[config.mk]
export PLATFORM = sky130hd
export DESIGN_NAME = boot_src_sel
export DESIGN_NICKNAME = d
export VERILOG_FILES = /design/src/rtl/boot_sel_pkg.sv /design/src/rtl/boot_gpio_sync.sv /design/src/rtl/boot_pin_match.sv /design/src/rtl/boot_fsm.sv /design/src/rtl/boot_src_sel.sv
export SDC_FILE = /design/constraint.sdc
export NUM_CORES = 1
export LEC_CHECK = 0
export BUFFER_PORTS_ARGS = -buffer_cell sky130_fd_sc_hd__buf_4
export CORE_UTILIZATION = 46
export DETAILED_ROUTE_END_ITERATION = 10
export PLACE_DENSITY_LB_ADDON = 0.2
export SYNTH_ARGS = -nofsm -noshare
export SYNTH_HDL_FRONTEND = slang
export SYNTH_SLANG_ARGS = --single-unit
[constraint.sdc]
create_clock -name clk -period 2.88 [get_ports clk]
set_clock_uncertainty 0.15 [all_clocks]
set_input_delay 0.576 -clock clk [delete_from_list [all_inputs] [get_ports clk]]
set_output_delay 0.576 -clock clk [all_outputs]
set_load 0.01 [all_outputs]
[src/rtl/boot_sel_pkg.sv]
package boot_sel_pkg;

    parameter int unsigned BANKS         = 8;
    parameter int unsigned PINS_PER_BANK = 8;
    parameter int unsigned WORD_W        = 32;
    parameter int unsigned SYNC_STAGES   = 2;

    localparam int unsigned GPIO_W  = BANKS * PINS_PER_BANK;
    localparam int unsigned BANK_W  = $clog2(BANKS);
    localparam int unsigned BIT_W   = $clog2(PINS_PER_BANK);
    localparam int unsigned INDEX_W = $clog2(GPIO_W);
    localparam int unsigned CNT_W   = $clog2(SYNC_STAGES) + 1;

    localparam logic [WORD_W-1:0] VECTOR_ADDR = WORD_W'(4);
    localparam logic [WORD_W-1:0] STACK_ADDR  = WORD_W'(0);
    localparam logic [WORD_W-1:0] BLANK_WORD  = {WORD_W{1'b1}};

    typedef enum logic [2:0] {
        ST_SETTLE,
        ST_DECIDE,
        ST_FETCH_PC,
        ST_FETCH_SP,
        ST_HOLD
    } boot_state_t;

    typedef struct packed {
        logic              bypass;
        logic [BANK_W-1:0] bank;
        logic [BIT_W-1:0]  bit_sel;
        logic              level;
    } strap_cfg_t;

    typedef struct packed {
        logic              rom;
        logic [WORD_W-1:0] sp;
        logic [WORD_W-1:0] pc;
    } boot_result_t;

    function automatic logic [INDEX_W-1:0] pin_index(
        input logic [BANK_W-1:0] bank,
        input logic [BIT_W-1:0]  bit_sel
    );
        int unsigned idx;
        idx = int'(bank) * PINS_PER_BANK + int'(bit_sel);
        return INDEX_W'(idx);
    endfunction

endpackage

[src/rtl/boot_gpio_sync.sv]
module boot_gpio_sync #(
    parameter int unsigned WIDTH  = 64,
    parameter int unsigned STAGES = 2
) (
    input  logic             clk,
    input  logic             rst,
    input  logic [WIDTH-1:0] d,
    output logic [WIDTH-1:0] q
);
    logic [STAGES-1:0][WIDTH-1:0] chain;

    always_ff @(posedge clk) begin
        if (rst) chain[0] <= '0;
        else     chain[0] <= d;
    end

    generate
        for (genvar s = 1; s < STAGES; s++) begin : g_stage
            always_ff @(posedge clk) begin
                if (rst) chain[s] <= '0;
                else     chain[s] <= chain[s-1];
            end
        end
    endgenerate

    assign q = chain[STAGES-1];
endmodule

[src/rtl/boot_pin_match.sv]
module boot_pin_match
    import boot_sel_pkg::*;
(
    input  logic [GPIO_W-1:0] gpio_sync,
    input  strap_cfg_t        cfg,
    output logic              match
);
    logic [INDEX_W-1:0] idx;
    logic               level_now;

    always_comb begin
        idx       = pin_index(cfg.bank, cfg.bit_sel);
        level_now = gpio_sync[idx];
        match     = (level_now == cfg.level);
    end
endmodule

[src/rtl/boot_fsm.sv]
module boot_fsm
    import boot_sel_pkg::*;
(
    input  logic              clk,
    input  logic              rst,
    input  strap_cfg_t        cfg,
    input  logic              pin_match,
    output logic              fl_req,
    output logic [WORD_W-1:0] fl_addr,
    input  logic              fl_valid,
    input  logic [WORD_W-1:0] fl_rdata,
    output boot_result_t      result,
    output logic              done
);
    boot_state_t      state, nxt;
    logic [CNT_W-1:0] settle_cnt;
    boot_result_t     res_q;
    logic             done_q;
    logic             blank;

    assign blank = (fl_rdata == BLANK_WORD);

    always_comb begin
        nxt     = state;
        fl_req  = 1'b0;
        fl_addr = VECTOR_ADDR;
        unique case (state)
            ST_SETTLE: begin
                if (settle_cnt == CNT_W'(SYNC_STAGES - 1)) nxt = ST_DECIDE;
            end
            ST_DECIDE: begin
                if (!cfg.bypass && pin_match) nxt = ST_HOLD;
                else                          nxt = ST_FETCH_PC;
            end
            ST_FETCH_PC: begin
                fl_req  = 1'b1;
                fl_addr = VECTOR_ADDR;
                if (fl_valid) nxt = blank ? ST_HOLD : ST_FETCH_SP;
            end
            ST_FETCH_SP: begin
                fl_req  = 1'b1;
                fl_addr = STACK_ADDR;
                if (fl_valid) nxt = ST_HOLD;
            end
            ST_HOLD: nxt = ST_HOLD;
            default: nxt = ST_HOLD;
        endcase
    end

    always_ff @(posedge clk) begin
        if (rst) begin
            state      <= ST_SETTLE;
            settle_cnt <= '0;
            res_q      <= '0;
            done_q     <= 1'b0;
        end else begin
            state  <= nxt;
            done_q <= 1'b0;
            unique case (state)
                ST_SETTLE: settle_cnt <= settle_cnt + CNT_W'(1);
                ST_DECIDE: begin
                    if (!cfg.bypass && pin_match) begin
                        res_q.rom <= 1'b1;
                        done_q    <= 1'b1;
                    end
                end
                ST_FETCH_PC: begin
                    if (fl_valid) begin
                        if (blank) begin
                            res_q.rom <= 1'b1;
                            done_q    <= 1'b1;
                        end else begin
                            res_q.pc <= fl_rdata;
                        end
                    end
                end
                ST_FETCH_SP: begin
                    if (fl_valid) begin
                        res_q.sp <= fl_rdata;
                        done_q   <= 1'b1;
                    end
                end
                default: ;
            endcase
        end
    end

    assign result = res_q;
    assign done   = done_q;
endmodule

[src/rtl/boot_src_sel.sv]
module boot_src_sel
    import boot_sel_pkg::*;
(
    input  logic              clk,
    input  logic              rst,
    input  logic              cfg_bypass,
    input  logic [BANK_W-1:0] cfg_bank,
    input  logic [BIT_W-1:0]  cfg_bit,
    input  logic              cfg_level,
    input  logic [GPIO_W-1:0] gpio_in,
    output logic              fl_req,
    output logic [WORD_W-1:0] fl_addr,
    input  logic              fl_valid,
    input  logic [WORD_W-1:0] fl_rdata,
    output logic              rom_map,
    output logic [WORD_W-1:0] init_sp,
    output logic [WORD_W-1:0] init_pc,
    output logic              boot_done
);
    strap_cfg_t        cfg;
    logic [GPIO_W-1:0] gpio_s;
    logic              pin_match;
    boot_result_t      result;

    assign cfg = '{bypass: cfg_bypass, bank: cfg_bank, bit_sel: cfg_bit, level: cfg_level};

    boot_gpio_sync #(.WIDTH(GPIO_W), .STAGES(SYNC_STAGES)) i_sync (
        .clk (clk),
        .rst (rst),
        .d   (gpio_in),
        .q   (gpio_s)
    );

    boot_pin_match i_match (
        .gpio_sync (gpio_s),
        .cfg       (cfg),
        .match     (pin_match)
    );

    boot_fsm i_fsm (
        .clk       (clk),
        .rst       (rst),
        .cfg       (cfg),
        .pin_match (pin_match),
        .fl_req    (fl_req),
        .fl_addr   (fl_addr),
        .fl_valid  (fl_valid),
        .fl_rdata  (fl_rdata),
        .result    (result),
        .done      (boot_done)
    );

    assign rom_map = result.rom;
    assign init_sp = result.sp;
    assign init_pc = result.pc;
endmodule

; ---- Word level (Yosys, flattened, before mapping)
; Index checks and enable logic that the tools add are counted.
[op_classes]
addsub = 2
order_cmp = 1
n_eq_ne = 11
n_mux = 19
bitwise = 1
reduce_logical = 9
[ops]
columns = cell, count
row1 = == test 32 bit (second input constant), 1
row2 = two-way mux 3 bit, 6
row3 = one-hot mux 3 bit (4 select lines), 1
row4 = two-way mux 1 bit, 9
row5 = < comparator 6 x 7 -> 1 bit (second input constant), 1
row6 = adder 6 x 3 -> 6 bit, 1
row7 = binary-select mux 1 bit (select 6 bit), 1
row8 = == test 3 x 2 -> 1 bit (second input constant), 2
row9 = inequality test 2 x 1 -> 1 bit (second input constant), 3
row10 = AND reduction 3 bit, 2
row11 = inequality test 2 bit (second input constant), 2
row12 = AND reduction 4 bit, 1
row13 = == test 3 x 1 -> 1 bit (second input constant), 1
row14 = zero test 3 bit, 1
row15 = one-hot mux 1 bit (3 select lines), 1
row16 = adder 2 x 1 -> 2 bit (second input constant), 1
row17 = == test 2 x 1 -> 1 bit (second input constant), 1
row18 = one-hot mux 1 bit (2 select lines), 1
row19 = AND reduction 2 bit, 1
row20 = nonzero test 2 bit, 1
row21 = OR reduction 2 bit, 1
row22 = == test 1 bit, 1
row23 = logical AND 1 bit, 1
row24 = zero test 1 bit, 1
row25 = inverter 1 bit, 1
[totals]
regBits = 199
in_bits = 107
out_inout_bits = 99
word_cells = 51

; ---- Depth between registers and ports, before layout
[logic_depth]
word_depth = 7
mapped_depth = 8
depth_no_buf = 7

; ---- Cells and area by module
; A second synthesis with hierarchy kept.
[hier_totals]
hier_cells = 782
hier_area_um2 = 7881.3
[modules_own_cells]
columns = mod, instances, cells_each, area_per_inst_um2, seq_area_each_um2
row1 = boot_gpio_sync, 1, 334, 3945.0, 2562.5
row2 = boot_fsm, 1, 369, 3253.1, 1421.4
row3 = boot_pin_match, 1, 79, 683.2, 0.0

; ---- Worst setup path after synthesis
; Ideal clock, no wire load.
[synth_path]
kind = in2reg
from = in cfg_bit[0]
to = reg i_fsm.done_q, in the netlist i_fsm.done
setup_ns = 0.114
arrival_ns = 2.538
required_time_ns = 2.616
slack_ns = 0.078
cell_stages = 8
path_buffers = 2
path_cell_list = buf_6 -> buf_12 -> mux4_2 -> o22ai_1 -> a211oi_1 -> or4_4 -> mux2i_1 -> a2111oi_0
[synth_via]
elab_chain_cells = 7
[synth_lines]
columns = element, line
row1 = "start, declared", boot_src_sel.sv:8  ; input logic [BIT_W-1:0] cfg_bit,
row2 = adder 6 x 3 -> 6 bit, boot_sel_pkg.sv:44  ; idx = int'(bank) * PINS_PER_BANK + int'(bit_sel);
row3 = binary-select mux 1 bit (select 6 bit), boot_pin_match.sv:13  ; level_now = gpio_sync[idx];
row4 = two-way mux 1 bit (not written as such), boot_pin_match.sv:13
row5 = == test 1 bit, boot_pin_match.sv:14  ; match = (level_now == cfg.level);
row6 = logical AND 1 bit, boot_fsm.sv:62  ; if (!cfg.bypass && pin_match) begin
row7 = two-way mux 1 bit, boot_fsm.sv:62
row8 = one-hot mux 1 bit (3 select lines), boot_fsm.sv:59  ; unique case (state)
row9 = "end signal, assigned", boot_fsm.sv:58  ; done_q <= 1'b0;
row10 = "end signal, assigned", boot_fsm.sv:64  ; done_q <= 1'b1;
row11 = "end signal, assigned", boot_fsm.sv:71  ; done_q <= 1'b1;
row12 = "end, declared", boot_fsm.sv:18  ; logic done_q;
; No other way between the ends. The select of a mux whose other input is x is not followed.
; A chain may end at the register's enable or synchronous reset.

; ---- Worst setup path after layout
[layout_path]
from = in cfg_bit[0]
to = reg i_fsm.res_q (netlist bit i_fsm.result[64])
[layout_via]
elab_chain_cells = 7
[layout_lines]
columns = element, line
row1 = adder 6 x 3 -> 6 bit, boot_sel_pkg.sv:44
row2 = binary-select mux 1 bit (select 6 bit), boot_pin_match.sv:13
row3 = two-way mux 1 bit (not written as such), boot_pin_match.sv:13
row4 = == test 1 bit, boot_pin_match.sv:14
row5 = logical AND 1 bit, boot_fsm.sv:62
row6 = inequality test 2 x 1 -> 1 bit (no line), -
row7 = AND reduction 4 bit (no line), -
row8 = "end, declared", boot_fsm.sv:17  ; boot_result_t res_q;
; No other way between the ends. The select of a mux whose other input is x is not followed.

==> impl_metrics.json <==
{
  "p_per_area_nw_per_um2": 664,
  "criticalPathCategory": "in -> reg",
  "totalWireLength_mm": 14.2,
  "path_cells": "buf_4 > mux4_1 > mux2i_1 > a211oi_1 > or4_4 > buf_4 > mux2i_1 > o221ai_1",
  "failed_checks": "design-rule violations",
  "overflow": 0,
  "final_common_cell": "dfxtp_1",
  "final_nets": 928,
  "nFillCells": 1212,
  "grt_max_degree": 80,
  "hp-start": "gpio_in[22]",
  "cts_tree": "done",
  "regToRegSetupSlack_ps": 340,
  "hold_buffers": 0,
  "grt_usage": 0.185,
  "dpl_cell_area_um2": 8320,
  "min_path_cells": 2,
  "synth_top_area_share": 0.573,
  "regToRegEndpoint": "i_fsm.result[64]",
  "layoutNonFillerInstCount": 1014,
  "rr_startpoint": "i_sync.q[59]",
  "numPortBuffers": 174,
  "cts.sinks": 199,
  "drc": 20,
  "die_x_um": 125,
  "final_cell_mix": "dfxtp_1, buf_4, nor2b_1",
  "worstPathRequired_ps": 3000,
  "status": "finished with violations",
  "crit_arrival_ps": 2840,
  "synth_seq_cells": 199,
  "seq_area_frac_synth": 0.573,
  "finalSetupViolations": 0,
  "peakVddDrop_mv": 0.455,
  "antenna_found_initial": 0,
  "syn_to_final_growth_pct": 27.9,
  "finalMaxSlewViolations": 0,
  "max_stage_delay_ps": 600,
  "worst_slew_pin_slew_ps": 596,
  "gp_congestion": 0.784,
  "ant_nets": 0,
  "synth_edf_count": 0,
  "cts_buffers": 17,
  "drive_gt1_frac": 0.267,
  "vias": 4823,
  "start_util": 0.475,
  "antennaDiodeCount": 0,
  "fp.dieH_um": 125,
  "clock_latency_ps": 420,
  "maxSlewHeadroom": 0.602,
  "synthCells": 655,
  "grt_pass1_wl_mm": 22.8,
  "fin_util": 0.608,
  "clockRootBuffer": "clkbuf_16",
  "yosysTopAreaCell": "dfxtp_1",
  "synthArstFlopShare": 0,
  "hold_path.class": "in -> reg",
  "die_area_um2": 15600,
  "dr.first_iter.drc_count": 228,
  "yosys_warnings": 0,
  "synthFlopType": "dfxtp_1",
  "netlist_area_um2": 6960,
  "critPathMaxFanout": 15,
  "cts_setup_buffers": 0,
  "design_area_um2": 8900,
  "dp_hpwl_mm": 10.3,
  "yosysUniqueCellTypes": 40,
  "rsz0062_at_grt": "false",
  "leakage_nw": 3.73,
  "core_um2": 14600,
  "r2r_cells": 7,
  "dpl.cell_count": 985,
  "fin_crit_sh": 0.944,
  "cp-end-kind": "flip-flop",
  "cp-start-kind": "primary input",
  "fin_crit_ps": 2720,
  "cpMaxStageDelayCell": "mux4_1",
  "fmax_ghz": 0.368,
  "avgSynthCellArea_um2": 10.6,
  "cts_max_path_buffers": 2,
  "vias_per_cell": 4.76,
  "min_to": "i_sync.chain[22]",
  "drv_cap": 0,
  "std_cell_rows": 44,
  "grt_pass1_vias": 4650,
  "hold_violations": 0,
  "h-tree-depth": 4,
  "synth.area.top_cells": "dfxtp_1, nor2b_1, mux4_1, mux2i_1, nand2_1",
  "wl_per_cell_um": 14.0,
  "clk_pin_slew_ps": 60,
  "num_io_pins": 206,
  "dr.pass1.iters": 10
}
## worst max-delay path by stage
| stage | start | end | slack [ps] | cells after the start |
|---|---|---|---|---|
| after floorplan | cfg_bit[0] | i_fsm.done | 80 | 8 |
| after global placement | cfg_bit[0] | i_fsm.done | -150 | 7 |
| after detailed placement | cfg_bit[0] | i_fsm.done | -310 | 7 |
| after CTS | cfg_bit[0] | i_fsm.done | 130 | 7 |
| after global routing | cfg_bit[0] | i_fsm.result[64] | 30 | 8 |
| final | cfg_bit[0] | i_fsm.result[64] | 160 | 8 |
## state kept, by name (all words and copies together), names as in the netlist
register          cells
i_fsm.done            1
i_fsm.settle_cnt      2
i_fsm.state           3
i_fsm.result         65
i_sync.q             64
i_sync.chain         64
## layout make-up
class / instances / area (um2) / share of cell area
Clock buffer: 20 / 457 / 0.0513
Sequential cell: 199 / 3980 / 0.448
Timing Repair Buffer: 187 / 1420 / 0.160
Clock inverter: 9 / 118 / 0.0132
Tap cell: 184 / 230 / 0.0259
Multi-Input combinational cell: 411 / 2680 / 0.301
Inverter: 4 / 15.0 / 0.00169
## cell families (layout without fill, tap and decap cells)
group / after synthesis / in the layout / share of synthesized area
other: 1 / 31 / 0.000539
AOI/OAI and AO/OA: 54 / 54 / 0.0462
adders and majority gates: 1 / 1 / 0.00180
muxes: 51 / 51 / 0.110
buffers and inverters: 75 / 220 / 0.0619
DFF: 199 / 199 / 0.573
and+or+nand+nor: 273 / 273 / 0.206
xor gates and xnor gates: 1 / 1 / 0.00126
## per-stage QoR
stage / setup TNS [ps] / power (mW) / setup WS [ps] / hold slack, ps
global placement: -392 / 3.65 / -149 / 277
global route: 0 / 6.16 / 34.7 / 204
floorplan: 0 / 3.42 / 77.7 / 264
finish: 0 / 5.91 / 162 / 215
detailed placement: -914 / 3.67 / -309 / 273
CTS: 0 / 5.96 / 131 / 198
## cells in the mapped netlist, drive strengths merged (7+ instances only)
cell	instances
dfxtp	199
nand2	72
buf	40
nand2b	8
o22ai	7
a21oi	33
mux2i	35
nand4	8
mux4	16
nor2b	131
nor2	39
clkbuf	31
## report_power, final
group | internal [mW] | switching, mW
combinational | 0.339 | 0.301
sequential | 2.89 | 0.0782
clock | 1.32 | 0.982
## routing by layer
metal  share of wire  up-vias  GRT usage
met2            0.47      167      0.299
li1                -     2418          -
met1            0.45     2217      0.232
met3           0.062       21     0.0535
met5               0        -          0
met4           0.019        0     0.0796
## what timing repair did
action	4_1_cts	5_1_grt
gates resized for setup	0	2
hold endpoints to repair	0	0
endpoints found under the setup margin	0	1
## worst max-delay path: cells and delay by family
kind	cells	cell delay, ps
AO/OA/AOI/OAI	2	280
buffers and inverters	2	380
multiplexers	3	1030
AND/OR/NAND/NOR	1	570
Power figures use the tool's default switching activity.
